==> config.mk <==
export PLATFORM = sky130hd
export DESIGN_NAME = sdb_xfer_engine
export DESIGN_NICKNAME = d
export VERILOG_FILES = /design/src/rtl/sdb_pkg.sv /design/src/rtl/sdb_crc_bank.sv /design/src/rtl/sdb_nibble_shift.sv /design/src/rtl/sdb_xfer_engine.sv
export SDC_FILE = /design/constraint.sdc
export NUM_CORES = 1
export LEC_CHECK = 0
export BUFFER_PORTS_ARGS = -buffer_cell sky130_fd_sc_hd__buf_2
export CAP_MARGIN = 20
export CELL_PAD_IN_SITES_DETAIL_PLACEMENT = 0
export CELL_PAD_IN_SITES_GLOBAL_PLACEMENT = 1
export CORE_MARGIN = 1
export CORE_UTILIZATION = 49
export CTS_BUF_LIST = sky130_fd_sc_hd__clkbuf_4 sky130_fd_sc_hd__clkbuf_8
export DETAILED_ROUTE_END_ITERATION = 7
export PLACE_DENSITY = 0.95
export SLEW_MARGIN = 20
export SYNTH_ARGS = -nofsm -noshare
export SYNTH_HDL_FRONTEND = slang
export SYNTH_HIERARCHICAL = 1
export SYNTH_SLANG_ARGS = --single-unit
==> constraint.sdc <==
create_clock -name clk -period 6 [get_ports clk]
set_clock_uncertainty 0.1 [all_clocks]
set_input_delay 1.5 -clock clk [delete_from_list [all_inputs] [get_ports clk]]
set_output_delay 1.5 -clock clk [all_outputs]
set_load 0.05 [all_outputs]
==> src/rtl/sdb_pkg.sv <==
package sdb_pkg;

    localparam int LANES = 4;
    localparam logic [15:0] CRC16_POLY = 16'h1021;
    localparam logic [2:0]  TOKEN_ACCEPT = 3'b010;

    typedef enum logic [3:0] {
        S_IDLE,
        S_RWAIT,
        S_RDATA,
        S_RCRC,
        S_REND,
        S_WGAP,
        S_WSTART,
        S_WDATA,
        S_WCRC,
        S_WEND,
        S_TWAIT,
        S_TBITS,
        S_TEND,
        S_WBUSY
    } sdb_state_e;

    typedef struct packed {
        logic rd;
        logic wide;
    } sdb_mode_t;

    function automatic logic [15:0] crc16_step(input logic [15:0] c, input logic b);
        logic [15:0] sh;
        sh = {c[14:0], 1'b0};
        return (b ^ c[15]) ? (sh ^ CRC16_POLY) : sh;
    endfunction

endpackage

==> src/rtl/sdb_crc_bank.sv <==
module sdb_crc_bank
    import sdb_pkg::*;
#(
    parameter int NLANES = LANES
) (
    input  logic              clk,
    input  logic              rst,
    input  logic              clr,
    input  logic              feed,
    input  logic              shift,
    input  logic [NLANES-1:0] bits,
    output logic [NLANES-1:0] msb
);

    for (genvar g = 0; g < NLANES; g++) begin : g_lane
        logic [15:0] crc_q;

        always_ff @(posedge clk) begin
            if (rst || clr) begin
                crc_q <= '0;
            end else if (feed) begin
                crc_q <= crc16_step(crc_q, bits[g]);
            end else if (shift) begin
                crc_q <= {crc_q[14:0], 1'b0};
            end
        end

        assign msb[g] = crc_q[15];
    end

endmodule

==> src/rtl/sdb_nibble_shift.sv <==
module sdb_nibble_shift (
    input  logic       clk,
    input  logic       rst,
    input  logic       load,
    input  logic       shift,
    input  logic       wide,
    input  logic [7:0] ldata,
    input  logic [3:0] din,
    output logic [3:0] sym_out,
    output logic [7:0] byte_next
);

    logic [7:0] sh_q;

    // Incoming bits enter at the bottom; outgoing bits leave from the top.
    assign byte_next = wide ? {sh_q[3:0], din} : {sh_q[6:0], din[0]};
    assign sym_out   = wide ? sh_q[7:4] : {3'b111, sh_q[7]};

    always_ff @(posedge clk) begin
        if (rst) begin
            sh_q <= '0;
        end else if (load) begin
            sh_q <= ldata;
        end else if (shift) begin
            sh_q <= byte_next;
        end
    end

endmodule

==> src/rtl/sdb_xfer_engine.sv <==
module sdb_xfer_engine
    import sdb_pkg::*;
#(
    parameter int MAX_BLK_BYTES = 512,
    parameter int CNT_W         = 9,
    parameter int ADDR_W        = 16,
    parameter int GAP_W         = 4,
    localparam int LBITS_W      = $clog2(MAX_BLK_BYTES * 8 + 61),
    localparam int BYTE_W       = $clog2(MAX_BLK_BYTES + 1)
) (
    input  logic               clk,
    input  logic               rst,
    input  logic               start,
    input  logic               cfg_read,
    input  logic               cfg_wide,
    input  logic [LBITS_W-1:0] cfg_line_bits,
    input  logic [CNT_W-1:0]   cfg_repeat,
    input  logic [GAP_W-1:0]   cfg_wgap,
    output logic [ADDR_W-1:0]  buf_raddr,
    input  logic [7:0]         buf_rdata,
    output logic               buf_we,
    output logic [ADDR_W-1:0]  buf_waddr,
    output logic [7:0]         buf_wdata,
    input  logic [3:0]         dat_in,
    output logic [3:0]         dat_out,
    output logic [3:0]         dat_oe,
    output logic               busy,
    output logic               done,
    output logic               rd_crc_ok,
    output logic               wr_crc_ok
);

    localparam int AUX_W = (GAP_W > 4) ? GAP_W : 4;

    sdb_state_e          state;
    sdb_mode_t           mode_q;
    logic [BYTE_W-1:0]   blk_bytes;
    logic [BYTE_W-1:0]   byte_cnt;
    logic [CNT_W-1:0]    blk_left;
    logic [GAP_W-1:0]    gap_q;
    logic [ADDR_W-1:0]   ptr;
    logic [2:0]          bit_cnt;
    logic [AUX_W-1:0]    aux;
    logic [1:0]          tok;
    logic                err, done_q, rd_ok, wr_ok, we_q;
    logic [ADDR_W-1:0]   waddr_q;
    logic [7:0]          wdata_q;

    logic [LBITS_W-1:0]  ovh;
    logic [3:0]          act;
    logic                byte_last, blk_last_byte, in_wframe;
    logic [3:0]          sym_out, crc_msb, crc_bits;
    logic [7:0]          byte_next;
    logic                sh_load, sh_shift;

    assign ovh           = cfg_wide ? LBITS_W'(60) : LBITS_W'(15);
    assign act           = mode_q.wide ? 4'hF : 4'h1;
    assign byte_last     = (bit_cnt == (mode_q.wide ? 3'd1 : 3'd7));
    assign blk_last_byte = (byte_cnt == blk_bytes - BYTE_W'(1));
    assign in_wframe     = state inside {S_WGAP, S_WSTART, S_WDATA, S_WCRC, S_WEND};

    assign sh_load  = (state == S_WSTART) || ((state == S_WDATA) && byte_last);
    assign sh_shift = ((state == S_WDATA) && !byte_last) || (state == S_RDATA);
    assign crc_bits = (state == S_WDATA) ? sym_out : dat_in;

    sdb_nibble_shift u_shift (
        .clk       (clk),
        .rst       (rst),
        .load      (sh_load),
        .shift     (sh_shift),
        .wide      (mode_q.wide),
        .ldata     (buf_rdata),
        .din       (dat_in),
        .sym_out   (sym_out),
        .byte_next (byte_next)
    );

    sdb_crc_bank #(.NLANES(LANES)) u_crc (
        .clk   (clk),
        .rst   (rst),
        .clr   ((state == S_WGAP) || (state == S_RWAIT)),
        .feed  ((state == S_WDATA) || (state == S_RDATA)),
        .shift ((state == S_WCRC) || (state == S_RCRC)),
        .bits  (crc_bits),
        .msb   (crc_msb)
    );

    always_comb begin
        case (state)
            S_WSTART: dat_out = 4'h0;
            S_WDATA:  dat_out = sym_out;
            S_WCRC:   dat_out = crc_msb;
            default:  dat_out = 4'hF;
        endcase
        dat_oe = in_wframe ? act : 4'h0;
    end

    always_ff @(posedge clk) begin
        if (rst) begin
            state     <= S_IDLE;
            mode_q    <= '0;
            blk_bytes <= '0;
            byte_cnt  <= '0;
            blk_left  <= '0;
            gap_q     <= '0;
            ptr       <= '0;
            bit_cnt   <= '0;
            aux       <= '0;
            tok       <= '0;
            err       <= 1'b0;
            done_q    <= 1'b0;
            rd_ok     <= 1'b0;
            wr_ok     <= 1'b0;
            we_q      <= 1'b0;
            waddr_q   <= '0;
            wdata_q   <= '0;
        end else begin
            done_q <= 1'b0;
            we_q   <= 1'b0;
            case (state)
                S_IDLE: if (start) begin
                    mode_q    <= '{rd: cfg_read, wide: cfg_wide};
                    blk_bytes <= BYTE_W'((cfg_line_bits - ovh) >> 3);
                    blk_left  <= cfg_repeat;
                    gap_q     <= cfg_wgap;
                    rd_ok     <= 1'b0;
                    wr_ok     <= 1'b0;
                    err       <= 1'b0;
                    ptr       <= '0;
                    aux       <= '0;
                    state     <= cfg_read ? S_RWAIT : S_WGAP;
                end
                S_RWAIT: if (!dat_in[0]) begin
                    bit_cnt  <= '0;
                    byte_cnt <= '0;
                    state    <= S_RDATA;
                end
                S_RDATA: begin
                    bit_cnt <= bit_cnt + 3'd1;
                    if (byte_last) begin
                        bit_cnt  <= '0;
                        we_q     <= 1'b1;
                        wdata_q  <= byte_next;
                        waddr_q  <= ptr;
                        ptr      <= ptr + ADDR_W'(1);
                        byte_cnt <= byte_cnt + BYTE_W'(1);
                        if (blk_last_byte) begin
                            aux   <= '0;
                            state <= S_RCRC;
                        end
                    end
                end
                S_RCRC: begin
                    aux <= aux + AUX_W'(1);
                    if (((crc_msb ^ dat_in) & act) != 4'h0) err <= 1'b1;
                    if (aux == AUX_W'(15)) state <= S_REND;
                end
                S_REND: begin
                    if (blk_left == '0) begin
                        rd_ok  <= !err;
                        done_q <= 1'b1;
                        state  <= S_IDLE;
                    end else begin
                        blk_left <= blk_left - CNT_W'(1);
                        state    <= S_RWAIT;
                    end
                end
                S_WGAP: begin
                    aux <= aux + AUX_W'(1);
                    if ((AUX_W + 1)'(aux) + (AUX_W + 1)'(1) >= (AUX_W + 1)'(gap_q))
                        state <= S_WSTART;
                end
                S_WSTART: begin
                    ptr      <= ptr + ADDR_W'(1);
                    bit_cnt  <= '0;
                    byte_cnt <= '0;
                    state    <= S_WDATA;
                end
                S_WDATA: begin
                    bit_cnt <= bit_cnt + 3'd1;
                    if (byte_last) begin
                        bit_cnt  <= '0;
                        byte_cnt <= byte_cnt + BYTE_W'(1);
                        if (blk_last_byte) begin
                            aux   <= '0;
                            state <= S_WCRC;
                        end else begin
                            ptr <= ptr + ADDR_W'(1);
                        end
                    end
                end
                S_WCRC: begin
                    aux <= aux + AUX_W'(1);
                    if (aux == AUX_W'(15)) state <= S_WEND;
                end
                S_WEND:  state <= S_TWAIT;
                S_TWAIT: if (!dat_in[0]) begin
                    aux   <= '0;
                    state <= S_TBITS;
                end
                S_TBITS: begin
                    tok <= {tok[0], dat_in[0]};
                    aux <= aux + AUX_W'(1);
                    if (aux == AUX_W'(2)) begin
                        if ({tok, dat_in[0]} != TOKEN_ACCEPT) err <= 1'b1;
                        state <= S_TEND;
                    end
                end
                S_TEND:  state <= S_WBUSY;
                S_WBUSY: if (dat_in[0]) begin
                    if (blk_left == '0) begin
                        wr_ok  <= !err;
                        done_q <= 1'b1;
                        state  <= S_IDLE;
                    end else begin
                        blk_left <= blk_left - CNT_W'(1);
                        aux      <= '0;
                        state    <= S_WGAP;
                    end
                end
                default: state <= S_IDLE;
            endcase
        end
    end

    assign buf_raddr = ptr;
    assign buf_we    = we_q;
    assign buf_waddr = waddr_q;
    assign buf_wdata = wdata_q;
    assign busy      = (state != S_IDLE);
    assign done      = done_q;
    assign rd_crc_ok = rd_ok;
    assign wr_crc_ok = wr_ok;


    done_single_chk: assert property (@(posedge clk) disable iff (rst)
        done |=> !done);


    done_ends_busy_chk: assert property (@(posedge clk) disable iff (rst)
        done |-> (!busy && $past(busy)));


    start_ignored_chk: assert property (@(posedge clk) disable iff (rst)
        (busy && start) |=> $stable(mode_q));


    we_read_only_chk: assert property (@(posedge clk) disable iff (rst)
        buf_we |-> mode_q.rd);


    oe_shape_chk: assert property (@(posedge clk) disable iff (rst)
        (dat_oe == 4'h0) || ((dat_oe == act) && !mode_q.rd));


    status_exclusive_chk: assert property (@(posedge clk) disable iff (rst)
        !(rd_crc_ok && wr_crc_ok));

endmodule

==> results.ini, run 1 <==
[cts]
cts_buffers = 17
cts_sinks = 164
post_cts_buffers = 0
clk_pin_slew_ns = 0.08
root_buffer = clkbuf_8
cts_resized = 0
clockBufferDepth = 2
tritoncts = built
holdBufCountCts = 0
worstSkewPairLatency_ns = 0.47
h-tree-depth = 4

[min_path]
min_from = u_crc/g_lane[1].crc_q[1]
min_to = u_crc/g_lane[1].crc_q[1]
whs_path_depth = 2
hold_class = flip-flop to flip-flop

[layout]
num_antenna_cells = 0
layout.nets = 1085
drive_gt1_frac = 0.1643
layout_common_cells = nand2_1 (164), dfxtp_1 (164), nor2_1 (99)
area_growth_pct = 9.865
finalInstanceArea_mm2 = 0.009044
fin_util = 0.5492

[setup_path]
worstSetupPathType = flip-flop to output port
reg2regPathDepth = 7
cp-end-kind = output port
startpoint_type = flip-flop
cp_max_fo = 25
r2r-end = u_crc/g_lane[3].crc_q[12]
r2r-start = state[1]
reg2reg_slack_ns = 2.52
required_ns = 4.40
cp_data_arrival_time_ns = 2.40

[yosys]
ys_types = 90
synthFlopType = dfxtp_1
syn_area_mm2 = 0.008232
avgSynthCellArea_um2 = 8.417
ys_ff_latch = 164
syn_inst = 978
yosys_warnings = 6
syn-num-nets = 1035
yosysSeqAreaShare = 0.3988
synthArstFlopShare = 0
synth-edff-count = 0

[flow_run]
cap_violations = 0

[power]
ir_drop_uv = 215.1
power_density_mw_per_mm2 = 383.5
finalPower_mw = 3.468
p_leak_nw = 3.569

[global_routing]
antenna_found_initial = 0
grt_pass1_wl_mm = 30.43
grt-ovfl-total = 0
grt_pass1_vias = 6423
grt_max_degree = 78
grt_usage = 0.2129

[sta]
hold_viol = 0
tns_ns = 0
tightest_slew_ns = 1.051
final_max_slew_viol_count = 0
fmax_mhz = 249.8
rsz0062_at_grt = false
setup_slack_ns = 1.997
setup_viol = 0
min_period_ns = 4.003
slew_headroom = 0.2995
post-route-period-util = 0.6672

[placement]
post_dp_cell_area_mm2 = 0.008605
buffer_ports.inserted = 95
dp_hpwl_mm = 12.13
pre_cts_slack_ns = 2.319
gp_congestion = 0.8228

[die]
coreArea_mm2 = 0.01647
num_rows = 47
die_h_um = 131.6
die_w_um = 131.6
dieArea_mm2 = 0.01732
io_pins = 96
start_util = 0.4999

[routing]
post-route-drc-count = 0
vias = 6985
avgViaCountPerCell = 5.539
drtPass1Iterations = 5
routed_wl_mm = 17.97
ant_nets = 0
drtIter0Drc = 398
routedWlPerCell_um = 14.25

[run_status]
status = complete, no violations

routing by layer:
metal / up-vias / global-route usage / wire, um
met4: 0 / 0.08721 / 350
met3: 27 / 0.04012 / 754
met5: - / 0 / 0
li1: 3550 / - / -
met1: 3273 / 0.2761 / 8266
met2: 135 / 0.3469 / 8598
state kept, by name, summed over array words and instances (netlist names), 2 cells and up:
| signal | flops |
|---|---|
| gap_q | 4 |
| byte_cnt | 10 |
| blk_bytes | 10 |
| u_shift/sh_q | 8 |
| u_crc/g_lane.crc_q | 64 |
| bit_cnt | 3 |
| buf_wdata | 8 |
| buf_waddr | 16 |
| aux | 4 |
| buf_raddr | 16 |
| state | 4 |
| blk_left | 9 |
| tok | 2 |
through the flow:
| step | hold slack (ns) | std cells |
|---|---|---|
| 2_1_floorplan | 0.3321 | 978 |
| 3_3_place_gp | 0.3391 | 1229 |
| 3_5_place_dp | 0.3439 | 1229 |
| 4_1_cts | 0.3563 | 1261 |
| 5_1_grt | 0.3702 | 1261 |
| 6_report | 0.3526 | 1261 |
worst max-delay path, stage by stage, from the launching register on:
cell,delay [ns]
dfxtp_1,0.81
nor2_1,0.31
o2bb2ai_1,0.35
and2_1,0.20
buf_2,0.27
layout make-up:
class | instances | area [um2]
clock buffer | 21 | 289.0
clock inverter | 11 | 150.1
fill | 1602 | 7422
inverter | 25 | 93.84
multi-input combinational | 721 | 4447
sequential | 164 | 3283
tap | 220 | 275.3
timing repair buffer | 99 | 505.5
worst max-delay path by stage:
stage / endpoint / startpoint / cells after the start
after global placement: blk_bytes[9] / cfg_wide / 9
after detailed placement: blk_bytes[9] / cfg_wide / 9
after global routing: dat_oe[2] / state[0] / 4
after CTS: dat_oe[2] / state[0] / 4
after floorplan: dat_oe[2] / state[3] / 6
final: dat_oe[2] / state[0] / 4
cells in the mapped netlist (all sizes together) (10+ instances only):
cell      n  share of area
dfxtp   164           0.40
nand2   164          0.075
nor2    103          0.051
a21oi    90          0.055
buf      40          0.037
mux2i    31          0.038
o21ai    30          0.020
clkbuf   28          0.013
a211oi   25          0.023
inv      25          0.011
xor2     19          0.020
nand3    17          0.010
nor3     17          0.012
xnor2    15          0.016
and2     14          0.011
ha       14          0.021
mux2     12          0.019
o31ai    12          0.011
or3      10         0.0082
power breakdown:
part | internal, mW | total (mW) | switching [mW]
Sequential | 1.20 | 1.36 | 0.167
Combinational | 0.428 | 1.24 | 0.808
Clock | 0.457 | 0.870 | 0.413
Total | 2.08 | 3.47 | 1.39
cell families after synthesis:
group                    count (synthesis)  share of synthesized area
AND/OR/NAND/NOR                        400                     0.2354
AO/OA/AOI/OAI                          229                     0.1886
flip-flops                             164                     0.3988
buffers and inverters                   93                    0.06156
multiplexers                            43                    0.05685
XOR/XNOR                                34                    0.03618
adder cells (fa/ha/maj)                 15                    0.02250
No activity file was read; power rests on OpenSTA's default activity.
==> inputs of run 2 (changes only) <==
Settings changed: CORE_UTILIZATION 49 to 46, PLACE_DENSITY 0.95 to 0.9.
Clock period 6 ns to 4 ns, I/O delays scaled along.
==> run 2 against run 1 <==
Clock-buffer cell count did not move. Wire length rose by 2.5%. Design area rose by 0.26%. Flip-flop and latch count did not move. Non-clock buffer count rose by 14. Via count rose by 0.80%. Worst hold slack improved by 0.0012 ns. Setup slack got worse by 1.4 ns. Cell count rose by 1.5%. Combinational power rose by 60%. Largest cell class unchanged.
==> results.ini, run 2 (synthesis results as in run 1) <==
[die]
start_util = 0.4743  ; -0.02566
coreArea_mm2 = 0.01736  ; +5.4%
dieArea_mm2 = 0.01843  ; +6.4%
die_h_um = 135.8  ; +3.2%
io_pins = 96  ; unchanged
die_w_um = 135.8  ; +3.2%
num_rows = 48  ; +2.1%

[global_routing]
globalRouteMet3Util = 0.04340  ; +0.003273
use_met1 = 0.2819  ; +0.005818
grt_pass1_vias = 6300  ; -1.9%
top_usage_layer = met2
grt_usage = 0.2071  ; -0.005836
grt-ovfl-total = 0  ; unchanged
antenna_found_initial = 0  ; unchanged
grt_pass1_wl_mm = 30.55  ; +0.41%
grt_max_degree = 65  ; -17%
grt_use_met2 = 0.3279  ; -0.01891

[routing]
avgViaCountPerCell = 5.501  ; -0.69%
vias = 7041  ; +0.80%
post-route-drc-count = 0  ; unchanged
drtIter0Drc = 414  ; +4.0%
routed_wl_mm = 18.42  ; +2.5%
drtPass1Iterations = 5  ; unchanged
ant_nets = 0  ; unchanged
routedWlPerCell_um = 14.39  ; +0.99%

[setup_path]
cp_max_fo = 16  ; -36%
cp-end-kind = output port
cp_data_arrival_time_ns = 2.30  ; -0.10 ns
worstSetupPathType = flip-flop to output port
startpoint_type = flip-flop
required_ns = 2.90  ; -1.50 ns
reg2reg_slack_ns = 0.96  ; -1.56 ns

[layout]
largest-register = u_crc/g_lane.crc_q
final_cells = 1280  ; +1.5%
multi_input_area_mm2 = 0.004442  ; -0.11%
drive_gt1_frac = 0.1744  ; +0.01014
layout.nets = 1099  ; +1.3%
num_antenna_cells = 0  ; unchanged
largest_reg_flops = 64  ; unchanged
layout_common_cells = nand2_1 (164), dfxtp_1 (164), nor2_1 (99)
fill_cells = 1694  ; +5.7%
area_growth_pct = 10.15
regArea_mm2 = 0.003283  ; unchanged

[sta]
fmax_mhz = 294.2
whs_ns = 0.3538  ; +0.001182 ns
post-route-period-util = 0.8499
min_period_ns = 3.399
final_max_slew_viol_count = 0  ; unchanged
tightest_slew_ns = 0.8004  ; -0.2504 ns
setup_viol = 0  ; unchanged
tns_ns = 0  ; unchanged
slew_headroom = 0.4664  ; +0.1670
hold_viol = 0  ; unchanged
rsz0062_at_grt = false

[cts]
h-tree-depth = 4  ; unchanged
cts_resized = 0  ; unchanged
holdBufCountCts = 0  ; unchanged
cts_buffers = 17  ; unchanged
root_buffer = clkbuf_8
clk_pin_slew_ns = 0.09  ; about the same
clockBufferDepth = 2  ; unchanged
cts_sinks = 164  ; unchanged
worstSkewPairLatency_ns = 0.46  ; about the same
tritoncts = built
post_cts_buffers = 0  ; unchanged

[run_status]
status = complete, no violations

[placement]
buffer_ports.inserted = 95  ; unchanged
placed_cells_incl_taps = 1248  ; +1.5%
dp_hpwl_mm = 12.72  ; +4.8%
gp_congestion = 0.8255  ; +0.33%

[power]
p_leak_nw = 3.595  ; +0.73%
power_density_mw_per_mm2 = 559.4  ; +46%
ir_drop_uv = 259.4  ; +21%

[flow_run]
cap_violations = 0  ; unchanged

[min_path]
hold_class = flip-flop to flip-flop

==> run 2: cell type report <==
cell class,instances,area share
multi-input combinational,721,0.4899
sequential,164,0.3621
timing repair buffer,113,0.06734
tap,225,0.03105
clock buffer,21,0.03050
inverter,25,0.01035
clock inverter,11,0.008831
==> run 2: final timing paths <==
check                            from                  endpoint  cells past startpoint
max                          state[3]                 dat_oe[2]                      5
min          u_crc/g_lane[1].crc_q[3]  u_crc/g_lane[1].crc_q[3]                      2
max reg2reg              blk_bytes[0]              buf_raddr[1]                      9
min reg2reg  u_crc/g_lane[1].crc_q[3]  u_crc/g_lane[1].crc_q[3]                      2
==> run 2: through the flow <==
step,instance area (um2),setup WS [ns],util,total power [mW]
floorplan,8232,0.8239,-,3.672
global placement,8711,0.8452,0.5019,4.003
detailed placement,8711,0.8171,0.5019,4.014
CTS,9067,0.5812,0.5224,5.108
global route,9067,0.3591,0.5224,5.442
finish,9067,0.6005,0.5224,5.073
==> run 2: power by group <==
group	leakage, nW	internal [mW]	total [mW]	switching [mW]
Sequential	1.33	1.79	1.99	0.196
Clock	0.175	0.476	1.10	0.620
Combinational	2.09	0.701	1.99	1.29
Total	3.59	2.97	5.07	2.10
==> run 2: per-layer routing <==
layer / wire length, um / vias up
met2: 8427 / 139
met5: 0 / -
met3: 760 / 16
li1: - / 3579
met4: 178 / 0
met1: 9054 / 3307
==> run 2: worst max-delay path: stages, from the launching register on <==
cell and delay, ns:
dfxtp_1 0.66, buf_4 0.26, nor2b_1 0.24, o2bb2ai_1 0.21, and2_1 0.20, buf_2 0.27
==> inputs of run 3 (changes only) <==
Settings changed: ABC_AREA set to 1, CORE_UTILIZATION 46 to 39, PLACE_DENSITY 0.9 to 0.85.
Clock period 4 ns to 2.85 ns, I/O delays scaled along.
==> run 3 against run 2 <==
Synthesized cell count up 26%. Combinational power up 84%. Core utilization down 6.4 points. Sequential power up 46%. Cell count up 24%. Critical path type unchanged. Synthesized area up 0.82%. Critical endpoint is now dat_out[1].
==> results.ini, run 3 <==
[placement]
dp_hpwl_mm = 14.53  ; +14%
pre_cts_slack_ns = 0.3141  ; -0.5030 ns
buffer_ports.inserted = 95  ; unchanged
gp_congestion = 0.8654  ; +4.8%

[yosys]
syn_inst = 1228  ; +26%
synth_mux_area_frac = 0  ; -0.05685
syn_area_mm2 = 0.008299  ; +0.82%
synth_top_family_by_area = simple AND/OR/NAND/NOR gates
synthArstFlopShare = 0  ; unchanged
yosys_warnings = 6  ; unchanged
yosysSeqAreaShare = 0.3956  ; -0.003247
yosys-top-cells-count = nand2_1 (354), dfxtp_1 (164), a21oi_1 (141)
yosys.area_share.simple = 0.3021  ; +0.06668
ys_ff_latch = 164  ; unchanged
synth-edff-count = 0  ; unchanged
yosysTopAreaCell = dfxtp_1
synth_compound_area_frac = 0.1526  ; -0.03606
yosysTopAreaCellShare = 0.3956  ; -0.003247
synthFlopType = dfxtp_1
synth_fa_ha_area_frac = 0.02111  ; -0.001389
synthTopCellsByArea = dfxtp_1 (40%), nand2_1 (16%), a21oi_1 (8.5%), inv_1 (5.7%), nor2_1 (5.2%)
ys_types = 43  ; -52%
avgSynthCellArea_um2 = 6.758  ; -20%
synth_most_common_cell = nand2_1
synth_xor_xnor_area_share = 0.02849  ; -0.007682
syn-num-nets = 1285  ; +24%

[run_status]
status = complete, no violations

[power]
ir_drop_uv = 348.5  ; +34%
power_density_mw_per_mm2 = 880.6  ; +57%
p_leak_nw = 4.034  ; +12%

[routing]
ant_nets = 0  ; unchanged
drtPass1Iterations = 5  ; unchanged
post-route-drc-count = 0  ; unchanged
routedWlPerCell_um = 12.66  ; -12%
vias = 7823  ; +11%
avgViaCountPerCell = 4.917  ; -11%
routed_wl_mm = 20.14  ; +9.3%
drtIter0Drc = 491  ; +19%

[die]
coreArea_mm2 = 0.02056  ; +18%
io_pins = 96  ; unchanged
die_h_um = 147.9  ; +8.9%
start_util = 0.4037  ; -0.07060
num_rows = 52  ; +8.3%
die_w_um = 147.9  ; +8.9%
dieArea_mm2 = 0.02187  ; +19%

[layout]
area_growth_pct = 13.51
largest-register = u_crc/g_lane.crc_q
drive_gt1_frac = 0.1522  ; -0.02225
fin_util = 0.4582  ; -0.06423
layout.nets = 1365  ; +24%
num_antenna_cells = 0  ; unchanged
final_common_cell = nand2_1
layout_common_cells = nand2_1 (353), dfxtp_1 (160), a21oi_1 (140)
largest_reg_flops = 64  ; unchanged

[setup_path]
worstSetupPathType = flip-flop to output port
startpoint_type = flip-flop
cp-end-kind = output port
cp_max_fo = 9  ; -7
required_ns = 2.04  ; -0.86 ns
cp_data_arrival_time_ns = 1.96  ; -0.34 ns

[cts]
clockBufferDepth = 2  ; unchanged
worstSkewPairLatency_ns = 0.45  ; about the same
cts_buffers = 17  ; unchanged
root_buffer = clkbuf_8
cts_sinks = 164  ; unchanged
post_cts_buffers = 0  ; unchanged
clk_pin_slew_ns = 0.09  ; about the same
tritoncts = built
h-tree-depth = 4  ; unchanged
holdBufCountCts = 0  ; unchanged

[global_routing]
grt_max_degree = 56  ; -14%
grt_pass1_vias = 7006  ; +11%
grt_usage = 0.1901  ; -0.01696
grt_pass1_wl_mm = 34.06  ; +11%
antenna_found_initial = 0  ; unchanged
grt-ovfl-total = 0  ; unchanged

[sta]
min_period_ns = 2.772
hold_viol = 0  ; unchanged
setup_slack_ns = 0.07823  ; -0.5223 ns
final_max_slew_viol_count = 0  ; unchanged
tns_ns = 0  ; unchanged
tightest_slew_ns = 0.6195  ; -0.1809 ns
post-route-period-util = 0.9726
slew_headroom = 0.5856  ; +0.1192
setup_viol = 0  ; unchanged
fmax_mhz = 360.8

[flow_run]
cap_violations = 0  ; unchanged

[min_path]
hold_class = flip-flop to flip-flop

==> run 3: changes by cell type in the layout (fill, tap and decap cells not counted), sizes merged, moves of 26 or more <==
| cell | change |
|---|---|
| a21oi | +53 |
| inv | +119 |
| mux2i | -31 |
| nand2 | +200 |
| nand3 | +27 |
| nor2 | +26 |
| o21ai | +41 |
==> run 3: area by class of cell <==
class                   count  area (um2)
well taps                 270       337.8
fillers                  2182       11140
inverters                 144       544.3
multi-input cells         869        4207
repair buffers            112       638.1
clock buffers              19       255.2
flip-flops and latches    164        3288
clock inverters            13       150.1
==> run 3: worst paths after layout <==
path | from | endpoint | slack [ns] | cells after the start
max | mode_q[0] | dat_out[1] | 0.08 | 5
min | u_crc/g_lane[0].crc_q[3] | u_crc/g_lane[0].crc_q[4] | 0.36 | 2
max reg2reg | state[0] | byte_cnt[6] | 0.34 | 15
min reg2reg | u_crc/g_lane[0].crc_q[3] | u_crc/g_lane[0].crc_q[4] | 0.36 | 2
==> run 3: critical path, stage by stage (launching register included) <==
cell and delay (ns):
dfxtp_1 0.49, inv_1 0.22, or2_2 0.35, nand2_1 0.09, nand3_1 0.13, buf_4 0.22
==> run 3: timing repair <==
item	CTS	global route
setup endpoints to repair	4	7
resized for setup	5	7
gates cloned	0	0
==> run 3: kinds of logic after synthesis <==
family / Yosys count
compound gates: 241
xor+xnor: 27
fa+ha+maj: 14
buf+inv: 195
flops: 164
simple gates: 587
==> run 3: layer usage <==
metal  up-vias  share of wire  track usage
met3        24          0.050      0.03580
li1       4097              -            -
met4         0          0.013      0.05206
met5         -              0            0
met2       184           0.43       0.2866
met1      3518           0.51       0.2748
==> run 3: where the power goes <==
group          switching, mW  internal, mW
clock network          0.906         0.826
logic                   2.55          1.11
registers              0.279          2.63
total                   3.73          4.56
==> run 3: per-stage QoR <==
stage          cells  area, um2  power, mW  hold slack (ns)
6_report        1591       9420      8.295           0.3577
5_1_grt         1591       9420      8.992           0.3729
4_1_cts         1591       9404      8.342           0.3648
3_5_place_dp    1559       8987      6.582           0.3503
3_3_place_gp    1559       8987      6.566           0.3454
2_1_floorplan   1228       8299      5.771           0.3353
